### config.mk
export PLATFORM = sky130hd
export DESIGN_NAME = pio_edge_port
export DESIGN_NICKNAME = d
export VERILOG_FILES = /design/src/rtl/pio_pkg.sv /design/src/rtl/pio_sync.sv /design/src/rtl/pio_edge.sv /design/src/rtl/pio_regs.sv /design/src/rtl/pio_edge_port.sv
export SDC_FILE = /design/constraint.sdc
export NUM_CORES = 1
export LEC_CHECK = 0
export ABC_AREA = 1
export BUFFER_PORTS_ARGS = -buffer_cell sky130_fd_sc_hd__buf_2
export CAP_MARGIN = 40
export CORE_MARGIN = 2
export CORE_UTILIZATION = 55
export DETAILED_ROUTE_END_ITERATION = 12
export PLACE_DENSITY = 0.78
export SLEW_MARGIN = 25
export SYNTH_ARGS = -nofsm -noshare
export SYNTH_HDL_FRONTEND = slang
export SYNTH_HIERARCHICAL = 1
export SYNTH_SLANG_ARGS = --single-unit
export TNS_END_PERCENT = 30
### constraint.sdc
create_clock -name clk -period 2.29 [get_ports clk]
set_input_delay 0.1145 -clock clk [delete_from_list [all_inputs] [get_ports clk]]
set_output_delay 0.1145 -clock clk [all_outputs]
set_load 0.02 [all_outputs]
### src/rtl/pio_pkg.sv
package pio_pkg;
    localparam int BUS_W = 32;

    typedef enum logic [1:0] {
        TRIG_RISE  = 2'd0,
        TRIG_FALL  = 2'd1,
        TRIG_BOTH  = 2'd2,
        TRIG_LEVEL = 2'd3
    } trig_e;

    typedef enum logic [1:0] {
        SEL_DATA = 2'd0,
        SEL_DIR  = 2'd1,
        SEL_MASK = 2'd2,
        SEL_CAP  = 2'd3
    } sel_e;
endpackage

### src/rtl/pio_sync.sv
module pio_sync #(
    parameter int W = 32
) (
    input  logic         clk,
    input  logic         rst_n,
    input  logic [W-1:0] din,
    output logic [W-1:0] sync_o,
    output logic [W-1:0] prev_o
);
    logic [W-1:0] stage1_q;

    always_ff @(posedge clk) begin
        if (!rst_n) begin
            stage1_q <= '0;
            sync_o   <= '0;
            prev_o   <= '0;
        end else begin
            stage1_q <= din;
            sync_o   <= stage1_q;
            prev_o   <= sync_o;
        end
    end
endmodule

### src/rtl/pio_edge.sv
module pio_edge #(
    parameter int            W    = 32,
    parameter pio_pkg::trig_e TRIG = pio_pkg::TRIG_RISE
) (
    input  logic [W-1:0] cur,
    input  logic [W-1:0] prev,
    output logic [W-1:0] edge_o
);
    generate
        if (TRIG == pio_pkg::TRIG_RISE) begin : g_rise
            assign edge_o = cur & ~prev;
        end else if (TRIG == pio_pkg::TRIG_FALL) begin : g_fall
            assign edge_o = ~cur & prev;
        end else if (TRIG == pio_pkg::TRIG_BOTH) begin : g_both
            assign edge_o = cur ^ prev;
        end else begin : g_level
            assign edge_o = '0;
        end
    endgenerate
endmodule

### src/rtl/pio_regs.sv
module pio_regs #(
    parameter int W = 32
) (
    input  logic                      clk,
    input  logic                      rst_n,
    input  logic                      wr,
    input  logic [1:0]                addr,
    input  logic [pio_pkg::BUS_W-1:0] wdata,
    input  logic [W-1:0]              edge_i,
    output logic [W-1:0]              dout_q,
    output logic [W-1:0]              dir_q,
    output logic [W-1:0]              mask_q,
    output logic [W-1:0]              cap_q
);
    import pio_pkg::*;

    logic [W-1:0] clr_v;
    logic [W-1:0] cap_d;

    always_comb begin
        clr_v = (wr && sel_e'(addr) == SEL_CAP) ? wdata[W-1:0] : '0;
        cap_d = (cap_q & ~clr_v) | edge_i;
    end

    always_ff @(posedge clk) begin
        if (!rst_n) begin
            dout_q <= '0;
            dir_q  <= '0;
            mask_q <= '0;
            cap_q  <= '0;
        end else begin
            if (wr) begin
                unique case (sel_e'(addr))
                    SEL_DATA: dout_q <= wdata[W-1:0];
                    SEL_DIR:  dir_q  <= wdata[W-1:0];
                    SEL_MASK: mask_q <= wdata[W-1:0];
                    SEL_CAP:  ;
                endcase
            end
            cap_q <= cap_d;
        end
    end
endmodule

### src/rtl/pio_edge_port.sv
module pio_edge_port #(
    parameter int             NPINS = 32,
    parameter pio_pkg::trig_e TRIG  = pio_pkg::TRIG_RISE
) (
    input  logic                      clk,
    input  logic                      rst_n,
    input  logic                      bus_wr,
    input  logic                      bus_rd,
    input  logic [1:0]                bus_addr,
    input  logic [pio_pkg::BUS_W-1:0] bus_wdata,
    output logic [pio_pkg::BUS_W-1:0] bus_rdata,
    input  logic [NPINS-1:0]          pin_in,
    output logic [NPINS-1:0]          pin_out,
    output logic [NPINS-1:0]          pin_oe,
    output logic                      irq
);
    import pio_pkg::*;

    logic [NPINS-1:0] sync_v, prev_v, edge_v;
    logic [NPINS-1:0] dout_q, dir_q, mask_q, cap_q;
    logic [BUS_W-1:0] rdata_d;

    pio_sync #(.W(NPINS)) u_sync (
        .clk(clk), .rst_n(rst_n), .din(pin_in), .sync_o(sync_v), .prev_o(prev_v)
    );

    pio_edge #(.W(NPINS), .TRIG(TRIG)) u_edge (
        .cur(sync_v), .prev(prev_v), .edge_o(edge_v)
    );

    pio_regs #(.W(NPINS)) u_regs (
        .clk(clk), .rst_n(rst_n), .wr(bus_wr), .addr(bus_addr), .wdata(bus_wdata),
        .edge_i(edge_v), .dout_q(dout_q), .dir_q(dir_q), .mask_q(mask_q), .cap_q(cap_q)
    );

    always_comb begin
        unique case (sel_e'(bus_addr))
            SEL_DATA: rdata_d = BUS_W'(sync_v);
            SEL_DIR:  rdata_d = BUS_W'(dir_q);
            SEL_MASK: rdata_d = BUS_W'(mask_q);
            SEL_CAP:  rdata_d = BUS_W'(cap_q);
        endcase
    end

    always_ff @(posedge clk) begin
        if (!rst_n)      bus_rdata <= '0;
        else if (bus_rd) bus_rdata <= rdata_d;
    end

    assign pin_oe  = dir_q;
    assign pin_out = dout_q & dir_q;

    generate
        if (TRIG == TRIG_LEVEL) begin : g_irq_level
            assign irq = |(sync_v & mask_q);
        end else begin : g_irq_edge
            assign irq = |(cap_q & mask_q);
        end
    endgenerate
endmodule

## After elaboration in Yosys (flattened, before gate mapping)

Index checks and enable logic that the tools add are counted.

| word-level totals | value |
|---|---|
| output and inout bits | 97 |
| register bits | 256 |
| memory bits (writable) | 0 |
| logic and storage cells | 26 |
| memories | 0 |
| latch bits | 0 |
| memory bits (read-only) | 0 |

| operators by class | value |
|---|---|
| shift operators | 0 |
| equality and inequality tests | 3 |
| divide/modulo/power cells | 0 |
| bitwise gates (word level) | 7 |
| reduce and logical (&&, ||, !) cells | 6 |
| $lt $le $gt $ge | 0 |
| mux-type cells | 2 |
| multiply operators | 0 |
| $add $sub $neg | 0 |

Operator list:

| kind | count |
|---|---|
| $and 32x32->32 | 4 |
| $pmux 32 s4 | 1 |
| $not 32->32 | 2 |
| $mux 32 | 1 |
| $or 32x32->32 | 1 |
| $reduce_or 32->1 | 1 |
| $reduce_and 2->1 | 3 |
| $eq 2x2->1 const B | 2 |
| $eq 2x1->1 const B | 1 |
| $logic_not 2->1 | 1 |
| $logic_and 1x1->1 | 1 |

## Depth between registers and ports, before layout

Gate-level depths: netlist (run 1).

| depth | value |
|---|---|
| depth in word-level cells | 6 |
| depth in mapped cells | 9 |
| depth with buffers taken out | 7 |

## Cells and area by module

The synthesis (run 1) kept the hierarchy.

Modules (own cells, without submodules):

| module | sequential area each (um^2) | area each (um^2) | cells an instance | times used |
|---|---|---|---|---|
| pio_regs | 2562.5 | 4730.8 | 601 | 1 |
| pio_sync | 1921.8 | 2760.1 | 299 | 1 |
| pio_edge_port | 640.6 | 2680.1 | 487 | 1 |
| pio_edge | 0.0 | 320.3 | 64 | 1 |

## Worst setup path before layout (run 1)

No wires, ideal clock.

| timing | value |
|---|---|
| kind | in2reg |
| start point | in bus_addr[0] |
| end point | reg u_regs.dout_q[0] |
| setup time | 0.116 ns |
| stages on the path | 6 |
| data arrival time | 0.818 ns |
| path buffers | 2 |
| required time | 2.174 ns |
| path slack | 1.356 ns |
| path through | buf_4 -> inv_2 -> nand3_2 -> clkbuf_1 -> o21ai_0 -> nor2_1 |

| on the way | value |
|---|---|
| word-level cells in the longest chain between the ends | 2 |

Ends and longest elaborated chain:

| element | RTL line | source |
|---|---|---|
| start, declared | pio_edge_port.sv:9 | `input logic [1:0] bus_addr,` |
| $logic_not 2->1 | pio_regs.sv:33 | `unique case (sel_e'(addr))` |
| $reduce_and 2->1 (no source line) | n/a |  |
| end signal, assigned | pio_regs.sv:34 | `SEL_DATA: dout_q <= wdata[W-1:0];` |
| end, declared | pio_regs.sv:10 | `output logic [W-1:0] dout_q,` |

Every way passes these cells.
A chain may end at the register's enable or synchronous reset.

## Worst setup path after layout (run 1)

| timing | value |
|---|---|
| start point | reg u_regs.mask_q[26] |
| end point | out irq |

| on the way | value |
|---|---|
| word-level cells in the longest chain between the ends | 2 |

Ends and longest elaborated chain:

| element | RTL line | source |
|---|---|---|
| start, declared | pio_regs.sv:12 | `output logic [W-1:0] mask_q,` |
| start signal, assigned | pio_regs.sv:36 | `SEL_MASK: mask_q <= wdata[W-1:0];` |
| $and 32x32->32 | pio_edge_port.sv:57 | `assign irq = \|(cap_q & mask_q);` |
| $reduce_or 32->1 | pio_edge_port.sv:57 |  |
| end, declared | pio_edge_port.sv:15 | `output logic irq` |

Every way passes these cells.

==> results by group, run 1 <==
Outcome
  – Status: completed

STA
  – Slew HR: a little under half
  – Min Tclk post-route: between 1.5 and 2 ns
  – Max Fclk: 0.576 GHz
  – Final setup fails: 0
  – Setup TNS: 0 ns
  – Unrepaired setup endpoints after global routing: no
  – Final Hold Fails: 0
  – Fin. max-slew vios: 0
  – Worst Skew: approximately 0.0098 ns
  – Worst slew pin tran: 0.811 ns
  – Tcrit/Tclk final: between 70% and 80%

Logic synthesis
  – Seq/Total Area, Yosys: between 40% and 50%
  – Post-Syn Area: 10500 sq um
  – Yosys warnings: 6
  – Area share of the largest cell type after synthesis: between 40% and 50%
  – Synth cell types: 19
  – Syn Inst Count: between 1000 and 1500
  – Yosys reg bits: 256
  – Syn avg cell area: slightly above 7 sq um
  – Top cells by area, synth: dfxtp_1 49%, nand2_1 12%, inv_1 7.9%
  – Syn nets: around 1500
  – Cell taking the most area after synthesis: dfxtp_1

Min path
  – Worst min path class: in -> reg
  – Hold EP: u_regs/cap_q[21]$_SDFF_PN0_
  – Hold Path Cell Cnt: 4
  – Hold wc startpoint: bus_addr[1]

Final layout
  – Share of cells above drive strength 1: between 10% and 20%
  – Syn-to-layout area delta: 22.3%
  – Most common cell after layout, fill and taps aside: nand2_1
  – Most frequent cells in the layout: 331 x nand2_1, 256 x dfxtp_1, 220 x inv_1
  – ANT cells: 0
  – Post-layout nets: about 1700
  – Cell Count, Final, Fillers Out: 1895

Clocking
  – CTS Buf Count: 25
  – CTS Hold Bufs: 65
  – H-tree depth: 1
  – Clock transition at the registers of the reported paths: around 0.06 ns
  – Max Buffers Root-to-Sink: 3
  – Clock sink total: around 260
  – Clock Latency Late Sink: 0.52 ns
  – Post-CTS Setup Bufs: 0
  – Post_cts resized: 0
  – Clk root buf: clkbuf_16
  – CTS tree: built

Floorplanning
  – DIE HEIGHT: 142 um
  – Rows: 50
  – Core ar.: around 19000 sq um
  – Initial Util: 56.1%
  – Die width: roughly 140 um
  – Die area: around 20000 sq um
  – Boundary Pins: 167

Routing
  – Drt drc: 0
  – Wire length per cell: 14.0 um
  – Via count: between 9000 and 10000
  – DR iter-0 viols: roughly 1100
  – Drt total wl: approximately 27000 um
  – First-pass detailed-route iteration total: 8
  – Final ANT Viol Nets: 0
  – Drt via density: just over 5

Worst setup path
  – Setup Crit Path Kind: reg -> out
  – Req. time, crit path: around 2.2 ns
  – R2R Path End: bus_rdata[9]$_SDFFE_PN0P_
  – Reg2reg setup slack: 1.30 ns
  – Startpoint Class: flip-flop
  – Setup crit end kind: output port
  – Crit path DAT: approximately 1.6 ns
  – FF-to-FF Start: u_regs/dir_q[9]$_SDFFE_PN0P_
  – R2R cell count: 4
  – Critical Path Fanout Max: 3

Placement
  – Cells after DPL: ~1800
  – # port buffers: approximately 170
  – Routability Congestion: about 0.87
  – Estimated wirelength of the detail-placed design: approximately 18000 um

Global route
  – Total GRT Usage: roughly a quarter
  – Initial antenna violation count: 0
  – First-pass GRT wire length: around 42000 um
  – Vias in the first global route: 8354
  – Largest net degree at the start of global routing: between 60 and 70
  – Overflow after GRT: 0

Pwr
  – Leak: between 6 and 7 nW
  – P per Cell Area: 785 nW/um^2
  – Worst VDD drop: 578 uV

Job
  – Max_cap viols: 0
worst max-delay path, cell delays in order (launching register included):
cell	delay [ns]
dfxtp_1	0.33
nand2_1	0.07
nand2_1	0.05
nor2_1	0.11
nand2_1	0.09
nor2_1	0.16
nand2_1	0.11
buf_2	0.17
cell type report:
type                       count  area (sq um)
fill                        1570          5880
sequential                   256          5120
multi-input combinational    870          3980
timing repair buffer         252          1670
inverter                     237           890
clock buffer                  35           733
tap                          234           293
clock inverter                11           136
report_power, final:
| group | switching (mW) | internal, mW | total, mW |
|---|---|---|---|
| logic | 0.615 | 0.375 | 0.990 |
| clock network | 1.70 | 2.57 | 4.27 |
| registers | 0.150 | 4.66 | 4.81 |
| total | 2.46 | 7.60 | 10.1 |
through the flow:
stage,setup slack [ns],util (%),area [sq um],hold WS (ns),total power [mW]
4_1_cts,0.541,68.6,12800,0.0677,10.1
2_1_floorplan,1.36,-,10500,0.212,5.48
5_1_grt,0.467,68.6,12800,0.103,10.4
3_5_place_dp,0.678,60.5,11300,0.297,5.79
6_report,0.554,68.6,12800,0.0894,10.1
3_3_place_gp,0.735,60.3,11300,0.294,5.76
synthesized netlist by cell type:
| master | number |
|---|---|
| nand2_1 | 331 |
| nor2_2 | 33 |
| buf_2 | 41 |
| nand4_1 | 67 |
| inv_1 | 220 |
| nand3_2 | 2 |
| o21bai_1 | 29 |
| clkbuf_1 | 27 |
| buf_8 | 1 |
| a21oi_1 | 121 |
| dfxtp_1 | 256 |
| buf_6 | 8 |
| nand2_2 | 10 |
| o21ai_0 | 65 |
| inv_2 | 17 |
| nor2_1 | 144 |
| nand3b_1 | 1 |
| buf_4 | 11 |
| nand3_1 | 67 |
state kept, by name (all words and copies together), names as in the netlist:
signal           cells
bus_rdata           32
u_regs/cap_q        32
u_regs/dir_q        32
u_regs/dout_q       32
u_regs/mask_q       32
u_sync/prev_o       32
u_sync/stage1_q     32
u_sync/sync_o       32
metal layers:
metal / vias to the layer above / wire length, um / global-route usage [%]
met4: 0 / 580 / 7.95
met3: 43 / 2670 / 4.44
met2: 462 / 10900 / 36.8
met5: - / 0 / 0
li1: 4873 / - / -
met1: 4171 / 12500 / 39.2
kinds of logic after synthesis:
kind of cell | count (synthesis) | synth area share (%)
AND/OR/NAND/NOR | 655 | 27.0
flip-flops | 256 | 48.8
buffers and inverters | 325 | 13.2
AO/OA/AOI/OAI | 215 | 10.9
worst max-delay path by stage:
| stage | slack, ns | cells past startpoint | endpoint | startpoint |
|---|---|---|---|---|
| floorplan | 1.36 | 6 | u_regs/dout_q[0]$_SDFFE_PN0P_ | bus_addr[0] |
| global placement | 0.74 | 8 | u_regs/dir_q[28]$_SDFFE_PN0P_ | bus_wr |
| detailed placement | 0.68 | 8 | u_regs/dir_q[13]$_SDFFE_PN0P_ | bus_wr |
| CTS | 0.54 | 7 | irq | u_regs/mask_q[27]$_SDFFE_PN0P_ |
| global route | 0.47 | 7 | irq | u_regs/mask_q[27]$_SDFFE_PN0P_ |
| finish | 0.55 | 7 | irq | u_regs/mask_q[26]$_SDFFE_PN0P_ |
No activity file was read; power rests on OpenSTA's default activity.
==> run 2: changes to the inputs <==
CORE_UTILIZATION = 51   (was 55)
PLACE_DENSITY = 0.76   (was 0.78)
clock period = 1.45 ns   (was 2.29 ns; I/O delays follow)
==> run 2 against run 1 <==
- non-clock buffer count is 17 higher
- final cell count grew 2.8%
- via count rose by 1.5%
- critical path type unchanged
- count of clock-buffer cells in the layout unchanged
- highest routed layer unchanged
- sequential cell count unchanged
- critical endpoint unchanged
- the flow now finishes with violations (negative setup slack)
- largest power group unchanged
- sequential share of layout area fell by 0.85 points
==> results by group, run 2 (synthesized netlist as in run 1, its figures left out) <==
Final layout
  – Syn-to-layout area delta: 25.4%
  – Post-layout util: approximately two thirds
  – Post-layout nets: approximately 1700
  – Fin area: 13200 sq um
  – Multi-input logic area: about 4000 sq um
  – ANT cells: 0
  – Most common cell after layout, fill and taps aside: nand2_1
  – Most frequent cells in the layout: 330 x nand2_1, 241 x dfxtp_1, 220 x inv_1
  – Fillers: 1725
  – Cell Count, Final, Fillers Out: between 1500 and 2000
  – Register area: between 5000 and 6000 sq um
  – Share of cells above drive strength 1: between 15 and 20%

Clocking
  – CTS Buf Count: 26
  – Clock sink total: 256
  – Clock transition at the registers of the reported paths: around 0.07 ns
  – Max Buffers Root-to-Sink: 3
  – H-tree depth: 1
  – CTS tree: built
  – Clock Latency Late Sink: between 0.5 and 0.6 ns
  – Clk root buf: clkbuf_16

Worst setup path
  – CP Buf/Inv Count: 1
  – Slowest cell delay on critical path: ~0.33 ns
  – Top Family by Delay on Critical Path: simple AND/OR/NAND/NOR gates
  – CP most frequent cell: nand2_1
  – Req. time, crit path: around 1.4 ns
  – Crit path from: u_regs/mask_q[23]$_SDFFE_PN0P_
  – R2R cell count: 4
  – Startpoint Class: flip-flop
  – Critical Path Fanout Max: 3
  – FF-to-FF Start: u_regs/dir_q[6]$_SDFFE_PN0P_
  – CP max-delay cell: dfxtp_2
  – Critical-path cell list: nand2_1 > nand2_1 > nor2_2 > nand2_1 > nor2_1 > nand2_2 > buf_6
  – Setup crit end kind: output port
  – Crit path DAT: 1.55 ns
  – Setup Crit Path Kind: reg -> out
  – Reg2reg setup slack: around 0.47 ns
  – R2R Path End: bus_rdata[6]$_SDFFE_PN0P_

Min path
  – Hold EP: u_regs/mask_q[6]$_SDFFE_PN0P_
  – Hold wc startpoint: bus_addr[1]
  – Hold Path Cell Cnt: 4
  – Worst min path class: in -> reg

Routing
  – First-pass detailed-route iteration total: 6
  – Drt total wl: between 20000 and 30000 um
  – Wire length per cell: between 10 and 15 um
  – DR iter-0 viols: between 1000 and 1500
  – Via count: between 9000 and 10000
  – Final ANT Viol Nets: 0
  – Drt via density: between 4 and 5
  – Drt drc: 0

STA
  – Worst Skew: just under 0.008 ns
  – Slew HR: between 70 and 80%
  – Max Fclk: 0.614 GHz
  – Worst setup margin: -0.177 ns
  – Tcrit/Tclk final: 112%
  – Final setup fails: 1
  – Fin. max-slew vios: 0
  – Unrepaired setup endpoints after global routing: yes
  – Setup TNS: -0.177 ns
  – Final Hold Fails: 0
  – Min Tclk post-route: 1.63 ns
  – Worst slew pin tran: around 0.36 ns

Placement
  – Routability Congestion: 0.889
  – Cells after DPL: 1833
  – # port buffers: between 150 and 200
  – Post-DP Area: ~12000 sq um
  – Estimated wirelength of the detail-placed design: 18500 um
  – Setup WS pre-CTS: 0.263 ns

Floorplanning
  – Core ar.: between 20000 and 25000 sq um
  – Boundary Pins: between 150 and 200
  – Die area: 21700 sq um
  – Die width: about 150 um
  – Initial Util: between 50% and 60%
  – Rows: 52
  – DIE HEIGHT: ~150 um

Pwr
  – P per Cell Area: between 1000 and 1500 nW/um^2
  – Worst VDD drop: 1000 uV
  – Leak: between 6 and 7 nW

Global route
  – Vias in the first global route: 8665
  – Initial antenna violation count: 0
  – Overflow after GRT: 0
  – First-pass GRT wire length: between 40000 and 50000 um
  – Largest net degree at the start of global routing: 59
  – Total GRT Usage: between 20% and 30%

Outcome
  – Failing checks: negative setup slack
  – Status: complete, but fails checks

Job
  – Max_cap viols: 0
-- run 2: cell count changes in the layout (fill, tap and decap cells not counted), moves of 2 or more --
| cell | delta |
|---|---|
| clkbuf_16 | +2 |
| nor2_2 | +3 |
| dlygate4sd3_1 | +2 |
| clkbuf_1 | +2 |
| nor2_1 | -3 |
| buf_12 | +9 |
| dfxtp_2 | +15 |
| clkbuf_8 | -4 |
| dfxtp_1 | -15 |
| buf_4 | +6 |
-- run 2: worst max-delay path by stage --
stage                               endpoint  depth (start not counted)  slack [ns]
2_1_floorplan  u_regs/dout_q[0]$_SDFFE_PN0P_                          6        0.56
3_3_place_gp                             irq                          7        0.31
3_5_place_dp      bus_rdata[23]$_SDFFE_PN0P_                          7        0.26
4_1_cts                                  irq                          7       -0.16
5_1_grt                                  irq                          7       -0.23
6_report                                 irq                          7       -0.18
-- run 2: stage by stage --
stage                     power (mW)  hold slack, ns
after floorplan                 8.66           0.170
after global placement          9.19           0.257
after detailed placement        9.22           0.257
after CTS                       16.1          0.0741
after global routing            16.6          0.0867
final                           16.0          0.0832
-- run 2: layout make-up --
cell class / instances / area share (%)
multi-input cells: 870 / 30.3
inverters: 237 / 6.76
well taps: 270 / 2.57
clock buffers: 35 / 5.59
flip-flops and latches: 256 / 39.1
repair buffers: 269 / 14.6
clock inverters: 11 / 1.04
-- run 2: what timing repair did --
action	4_1_cts	5_1_grt
buffers inserted	2	0
hold endpoints to repair	164	0
hold buffers	67	0
pin swaps	9	2
setup endpoints to repair	1	1
gates resized for setup	15	6
-- run 2: metal layers --
layer	global-route usage (%)	wire length, um
met1	35.0	12400
met2	36.6	11600
met3	5.00	2620
met4	7.50	686
met5	0	0
-- run 2: where the power goes --
group,internal (mW),switching [mW],total (mW),leakage [nW]
registers,7.36,0.223,7.58,2.10
logic,0.660,1.02,1.68,3.99
clock network,4.09,2.70,6.79,0.431
-- run 2: worst reg2reg max path: cells and delay by family, from the launching register on --
kind,cells,cell delay [ns]
compound gates,2,0.25
flops,1,0.34
simple gates,2,0.28
